**src/rtl/dummy_ins_pkg.sv**
```systemverilog
package dummy_ins_pkg;
    localparam int unsigned POS_W     = 8;
    localparam logic [POS_W-1:0] POS_OFF   = 8'hFF;
    localparam logic [POS_W-1:0] POS_START = 8'h00;

    // position at which the address phase is complete
    function automatic logic [POS_W-1:0] addr_done_pos(input logic wide);
        return wide ? POS_W'(5) : POS_W'(4);
    endfunction
endpackage

```
**src/rtl/opcode_wait_lut.sv**
```systemverilog
module opcode_wait_lut #(
    parameter int unsigned UNIT_W = 3
) (
    input  logic [7:0]        opcode,
    output logic [UNIT_W-1:0] units
);
    always_comb begin
        case (opcode)
            8'h0B, 8'h3B, 8'h6B, 8'h3C, 8'h6C: units = UNIT_W'(1);
            8'hBB, 8'h0C, 8'hBC:               units = UNIT_W'(2);
            8'hEB, 8'hEC:                      units = UNIT_W'(4);
            default:                           units = '0;
        endcase
    end
endmodule

```
**src/rtl/wait_burst_gen.sv**
```systemverilog
module wait_burst_gen #(
    parameter int unsigned CNT_W = 6
) (
    input  logic             clk,
    input  logic             rst_n,
    input  logic             load,
    input  logic [CNT_W-1:0] load_count,
    input  logic [7:0]       fill_in,
    input  logic             abort,
    output logic             busy,
    output logic [7:0]       fill_out
);
    typedef struct packed {
        logic [CNT_W-1:0] count;
        logic [7:0]       fill;
    } burst_t;

    burst_t cur_q, nxt_d;

    always_comb begin
        nxt_d = cur_q;
        if (abort) begin
            nxt_d.count = '0;
        end else if (load) begin
            nxt_d.count = load_count;
            nxt_d.fill  = fill_in;
        end else if (cur_q.count != '0) begin
            nxt_d.count = cur_q.count - CNT_W'(1);
        end
    end

    always_ff @(posedge clk or negedge rst_n) begin
        if (!rst_n) cur_q <= '0;
        else        cur_q <= nxt_d;
    end

    assign busy     = (cur_q.count != '0);
    assign fill_out = cur_q.fill;

    assert_fill_hold_R7: assert property (@(posedge clk) disable iff (!rst_n)
        (busy && !load && !abort) |=> $stable(fill_out));

    assert_count_step_R8: assert property (@(posedge clk) disable iff (!rst_n)
        (busy && !load && !abort) |=> (cur_q.count == $past(cur_q.count) - CNT_W'(1)));
endmodule

```
**src/rtl/dummy_inserter.sv**
```systemverilog
module dummy_inserter
    import dummy_ins_pkg::*;
#(
    parameter int unsigned DATA_BYTES     = 4,
    parameter int unsigned MAX_UNITS      = 4,
    parameter int unsigned BYTES_PER_UNIT = 8
) (
    input  logic                            clk,
    input  logic                            rst_n,
    input  logic                            cs_assert,
    input  logic                            cs_release,
    input  logic                            wr_valid,
    output logic                            wr_ready,
    input  logic [8*DATA_BYTES-1:0]         wr_data,
    input  logic [$clog2(DATA_BYTES+1)-1:0] wr_size,
    input  logic                            addr4,
    input  logic [7:0]                      dummy_fill,
    output logic                            wr_pass,
    output logic                            dummy_valid,
    output logic [7:0]                      dummy_data
);
    localparam int unsigned UNIT_W  = $clog2(MAX_UNITS + 1);
    localparam int unsigned PEND_W  = $clog2(MAX_UNITS * BYTES_PER_UNIT + 1);
    localparam int unsigned PEND_MX = MAX_UNITS * BYTES_PER_UNIT;

    typedef struct packed {
        logic [POS_W-1:0]  pos;
        logic [PEND_W-1:0] pend;
    } track_t;

    track_t trk_q, trk_d;
    logic [UNIT_W-1:0] units;
    logic busy, accept, snooping, at_start, past_addr, fire, pass_d;

    opcode_wait_lut #(.UNIT_W(UNIT_W)) u_lut (
        .opcode (wr_data[7:0]),
        .units  (units)
    );

    assign accept    = wr_valid && !busy;
    assign snooping  = (trk_q.pos != POS_OFF);
    assign at_start  = (trk_q.pos == POS_START);
    assign past_addr = snooping && !at_start && (trk_q.pos >= addr_done_pos(addr4));

    always_comb begin
        trk_d  = trk_q;
        fire   = 1'b0;
        pass_d = accept;
        if (cs_release) begin
            trk_d.pos  = POS_OFF;
            trk_d.pend = '0;
        end else if (cs_assert) begin
            trk_d.pos  = POS_START;
            trk_d.pend = '0;
        end else if (accept && snooping) begin
            if (at_start) begin
                if (units == '0) begin
                    trk_d.pos = POS_OFF;
                end else begin
                    trk_d.pend = PEND_W'(units) * PEND_W'(BYTES_PER_UNIT);
                    trk_d.pos  = trk_q.pos + POS_W'(wr_size);
                end
            end else if (past_addr) begin
                fire       = 1'b1;
                pass_d     = 1'b0;
                trk_d.pos  = POS_OFF;
                trk_d.pend = '0;
            end else begin
                trk_d.pos = trk_q.pos + POS_W'(wr_size);
            end
        end
    end

    always_ff @(posedge clk or negedge rst_n) begin
        if (!rst_n) begin
            trk_q.pos  <= POS_OFF;
            trk_q.pend <= '0;
        end else begin
            trk_q <= trk_d;
        end
    end

    wait_burst_gen #(.CNT_W(PEND_W)) u_burst (
        .clk        (clk),
        .rst_n      (rst_n),
        .load       (fire),
        .load_count (trk_q.pend),
        .fill_in    (dummy_fill),
        .abort      (cs_release || cs_assert),
        .busy       (busy),
        .fill_out   (dummy_data)
    );

    assign wr_ready    = !busy;
    assign wr_pass     = pass_d;
    assign dummy_valid = busy;

    assert_pass_accepted_R8: assert property (@(posedge clk) disable iff (!rst_n)
        wr_pass |-> (wr_valid && wr_ready));

    assert_fire_ends_snoop_R7: assert property (@(posedge clk) disable iff (!rst_n)
        fire |=> (trk_q.pos == POS_OFF));

    assert_release_clears_R10: assert property (@(posedge clk) disable iff (!rst_n)
        cs_release |=> (trk_q.pos == POS_OFF && !dummy_valid));

    assert_pend_bound_R4: assert property (@(posedge clk) disable iff (!rst_n)
        trk_q.pend <= PEND_W'(PEND_MX));
endmodule

```
**config.mk**
```make
export PLATFORM = sky130hd
export DESIGN_NAME = dummy_inserter
export DESIGN_NICKNAME = d
export VERILOG_FILES = /design/src/rtl/dummy_ins_pkg.sv /design/src/rtl/opcode_wait_lut.sv /design/src/rtl/wait_burst_gen.sv /design/src/rtl/dummy_inserter.sv
export SDC_FILE = /design/constraint.sdc
export NUM_CORES = 1
export LEC_CHECK = 0
export BUFFER_PORTS_ARGS = -buffer_cell sky130_fd_sc_hd__buf_4
export CELL_PAD_IN_SITES_DETAIL_PLACEMENT = 0
export CELL_PAD_IN_SITES_GLOBAL_PLACEMENT = 1
export CORE_UTILIZATION = 36
export DETAILED_ROUTE_END_ITERATION = 6
export PLACE_DENSITY_LB_ADDON = 0.08
export SYNTH_ARGS = -nofsm -noshare
export SYNTH_HDL_FRONTEND = slang
export SYNTH_SLANG_ARGS = --single-unit
```
**constraint.sdc**
```tcl
create_clock -name clk -period 3 [get_ports clk]
set_clock_uncertainty 0.15 [all_clocks]
set_input_delay 0.3 -clock clk [delete_from_list [all_inputs] [get_ports clk]]
set_output_delay 0.3 -clock clk [all_outputs]
set_load 0.005 [all_outputs]
```
==> impl_metrics.csv <==
group,metric,value,unit
run_status,run_status,"completed",
detailed_routing,avgViaCountPerCell,5.265,
detailed_routing,detailroute.wirelength.met3,157,um
pwr,totalPowerFinal,1300,uW
worst_setup_path,worst_setup_path_start_kind,"register",
logic_synthesis,yosysTopAreaCell,"sky130_fd_sc_hd__dfrtp_1",
floorplanning,start_util,0.3856,
layout,antennaDiodeCount,0,
detailed_routing,antenna_nets_post_route,0,
worst_setup_path,timing.critical_path.to_type,"output port",
cts,clock_sinks,25,
pwr,power.density,682.4,mW/mm2
grt,number_of_antenna_violations_at_the_first_check_in_global_routing,0,
worst_setup_path,cpPeakStageDelay,570,ps
detailed_routing,met2RoutedLength,1577,um
worst_setup_path,critical_path_peak_fanout,7,
cts,cts.repair_timing.setup_buffer_count,0,
worst_hold_path,hold_path.class,"primary input to register",
logic_synthesis,post-synth-top-area-fraction,0.2662,
logic_synthesis,number_of_storage_elements_in_the_synthesis_netlist,25,
sta,worst_slew_pin_slew,460.4,ps
logic_synthesis,synth.cell_area,0.001598,mm2
worst_setup_path,criticalPathCategory,"register to output port",
floorplanning,num_io_pins,60,
pwr,total_leakage_power,0.0008154,uW
layout,fill_cells,417,
grt,gr_overflow_total,0,
placed_design,place.detailed.hpwl,2647,um
sta,timing.max_slew.rel_slack,0.6898,
worst_setup_path,worst_ep_required_time,2550,ps
flow_run,max-cap-violations,0,
worst_setup_path,worstPathCellList,"inv_1 > ha_1 > or3b_4 > a211oi_4 > nor2_2 > a21oi_1 > buf_4",
cts,ctsLongestPathBuffers,2,
layout,area_delta_synth_final,19.19,%
layout,drive_above_1_share,0.3641,
detailed_routing,drt-wirelength-per-cell,14.74,um
logic_synthesis,synth-edff-count,0,
cts,post_cts_resized,0,
logic_synthesis,cell_types_with_the_largest_area_share_after_synthesis,"sky130_fd_sc_hd__dfrtp_1, sky130_fd_sc_hd__dfstp_2, sky130_fd_sc_hd__mux2_4, sky130_fd_sc_hd__ha_1, sky130_fd_sc_hd__buf_4",
sta,finalSetupViolations,0,
cts,cts.reportedPaths.clkPinSlew,100,ps
detailed_routing,via_count,1232,
grt,grt_first_pass_wirelength,5782,um
detailed_routing,maxUsedRoutingLayer,"met4",
placed_design,io_buffer_count,35,
sta,setup_repair_after_global_routing_missed_its_margin,"false",
logic_synthesis,synth.cells.most_frequent,"sky130_fd_sc_hd__dfrtp_1, sky130_fd_sc_hd__nor2_1, sky130_fd_sc_hd__a21oi_1, sky130_fd_sc_hd__nand2_1",
floorplanning,placement_rows,23,
logic_synthesis,synth-seq-area-share,0.3978,
cts,post_cts_hold_buffer_count,1,
logic_synthesis,syn_nets,211,
logic_synthesis,ys.warnings.count,0,
layout,num-nets-final,241,
logic_synthesis,syn-instance-count,155,
cts,clock_tree.htree_level_count,1,
sta,timing.fmax,0.3615,GHz
detailed_routing,wirelength,3450,um
logic_synthesis,synth_cell_type_count,49,
grt,pin_count_of_the_biggest_net_entering_global_routing,26,
detailed_routing,firstDrtPassIters,3,
logic_synthesis,average_footprint_of_a_synthesized_cell,10.31,um2
pwr,ir_worst_vdd,0.2055,mV
grt,first_global_vias,1251,
sta,min_period_over_period,0.9220,
detailed_routing,drc,0,
sta,fin_tns_setup,0,ps
grt,overall_routing_resource_usage,0.1642,
placed_design,dp_slack,524.4,ps
floorplanning,area_of_the_core_region,0.004144,mm2
sta,final_hold_vio_count,0,
detailed_routing,m1WireLength,1690,um
floorplanning,overall_die_width,68.62,um
logic_synthesis,yosys.cell_count.top_type,"sky130_fd_sc_hd__dfrtp_1",
logic_synthesis,synth-async-reset-ratio,1.000,
worst_setup_path,path_delay_family,"flip-flops",
detailed_routing,drt-initial-drc-count,25,
cts,cts_buffers,3,
floorplanning,die_y,68.62,um
sta,post-route-min-period,2766,ps
worst_setup_path,critical_path_buf_inv_count,2,
logic_synthesis,dominantRegCellSynth,"sky130_fd_sc_hd__dfrtp_1",
cts,root_buffer,"sky130_fd_sc_hd__clkbuf_8",
sta,slew_viol_final,0,
placed_design,place.gp.congestion,0.7540,
floorplanning,die-area,0.004709,mm2
worst_setup_path,critical_path.slowest_cell,"sky130_fd_sc_hd__dfstp_2",
cts,tritoncts,"yes",
worst_setup_path,worst_ep_arrival_time,2320,ps
cts,clock_insertion_delay_at_the_later_pin_of_the_skew_report,270,ps
sta,fin_ws,234.1,ps
registers in the layout, indices dropped and copies added (netlist names):
signal,cells
u_burst.fill_out,8
u_burst.cur_q,6
trk_q,11
cell usage in the layout, fill, tap and decap left out, drive strengths merged, types with 3 or more instances in the layout:
master,Yosys,routed
o2bb2ai,3,3
mux2,8,8
clkbuf,1,3
o21ai,5,5
buf,11,36
o21a,5,5
dfrtp,17,17
nor3,7,7
a21oi,10,10
dfstp,8,8
nor4,3,3
xor2,5,5
a22oi,5,5
nor2,13,13
inv,4,4
ha,6,6
a211oi,3,3
nand2,10,10
nand4,3,3
layer usage:
metal | vias up | track usage
met4 | 0 | 0.05729
li1 | 624 | -
met5 | - | 0
met1 | 578 | 0.2171
met3 | 2 | 0.02632
met2 | 28 | 0.2696
where the power goes:
group / switching [uW] / total, uW / internal [uW]
clock network: 108 / 202 / 94.0
registers: 77.5 / 521 / 444
logic: 260 / 577 / 316
kinds of logic after synthesis:
group | after synthesis | synth area share
mux | 8 | 0.07283
flops | 25 | 0.3978
fa+ha+maj | 7 | 0.05951
simple gates | 55 | 0.2044
compound gates | 37 | 0.1645
buf+inv | 16 | 0.06264
xor+xnor | 7 | 0.03837
through the flow:
| stage | cells | instance area [um2] | hold WS, ps | utilization |
|---|---|---|---|---|
| floorplan | 155 | 1598 | -145.6 | - |
| finish | 234 | 1904 | 93.25 | 0.4595 |
| global placement | 229 | 1846 | 73.97 | 0.4454 |
| CTS | 234 | 1904 | 94.46 | 0.4595 |
| global route | 234 | 1904 | 88.69 | 0.4595 |
| detailed placement | 229 | 1846 | 76.45 | 0.4454 |
cell type report:
cell class / count / area (um2) / share of cell area
clock inverters: 1 / 7.507 / 0.003942
inverters: 4 / 15.01 / 0.007884
repair buffers: 37 / 280.3 / 0.1472
clock buffers: 3 / 41.29 / 0.02168
well taps: 50 / 62.56 / 0.03285
multi-input cells: 114 / 862.1 / 0.4527
flip-flops and latches: 25 / 635.6 / 0.3338
worst paths after layout:
kind | startpoint | to | slack [ps] | cells after the start
max in group asynchronous | rst_n | trk_q[13] | 2090 | 2
max | trk_q[6] | wr_pass | 230 | 7
max reg2reg | trk_q[6] | u_burst.fill_out[4] | 560 | 7
min | dummy_fill[0] | u_burst.fill_out[0] | 90 | 2
min reg2reg | trk_q[5] | trk_q[5] | 350 | 1
min in group asynchronous | rst_n | u_burst.fill_out[1] | 310 | 2
Power figures use the tool's default switching activity.
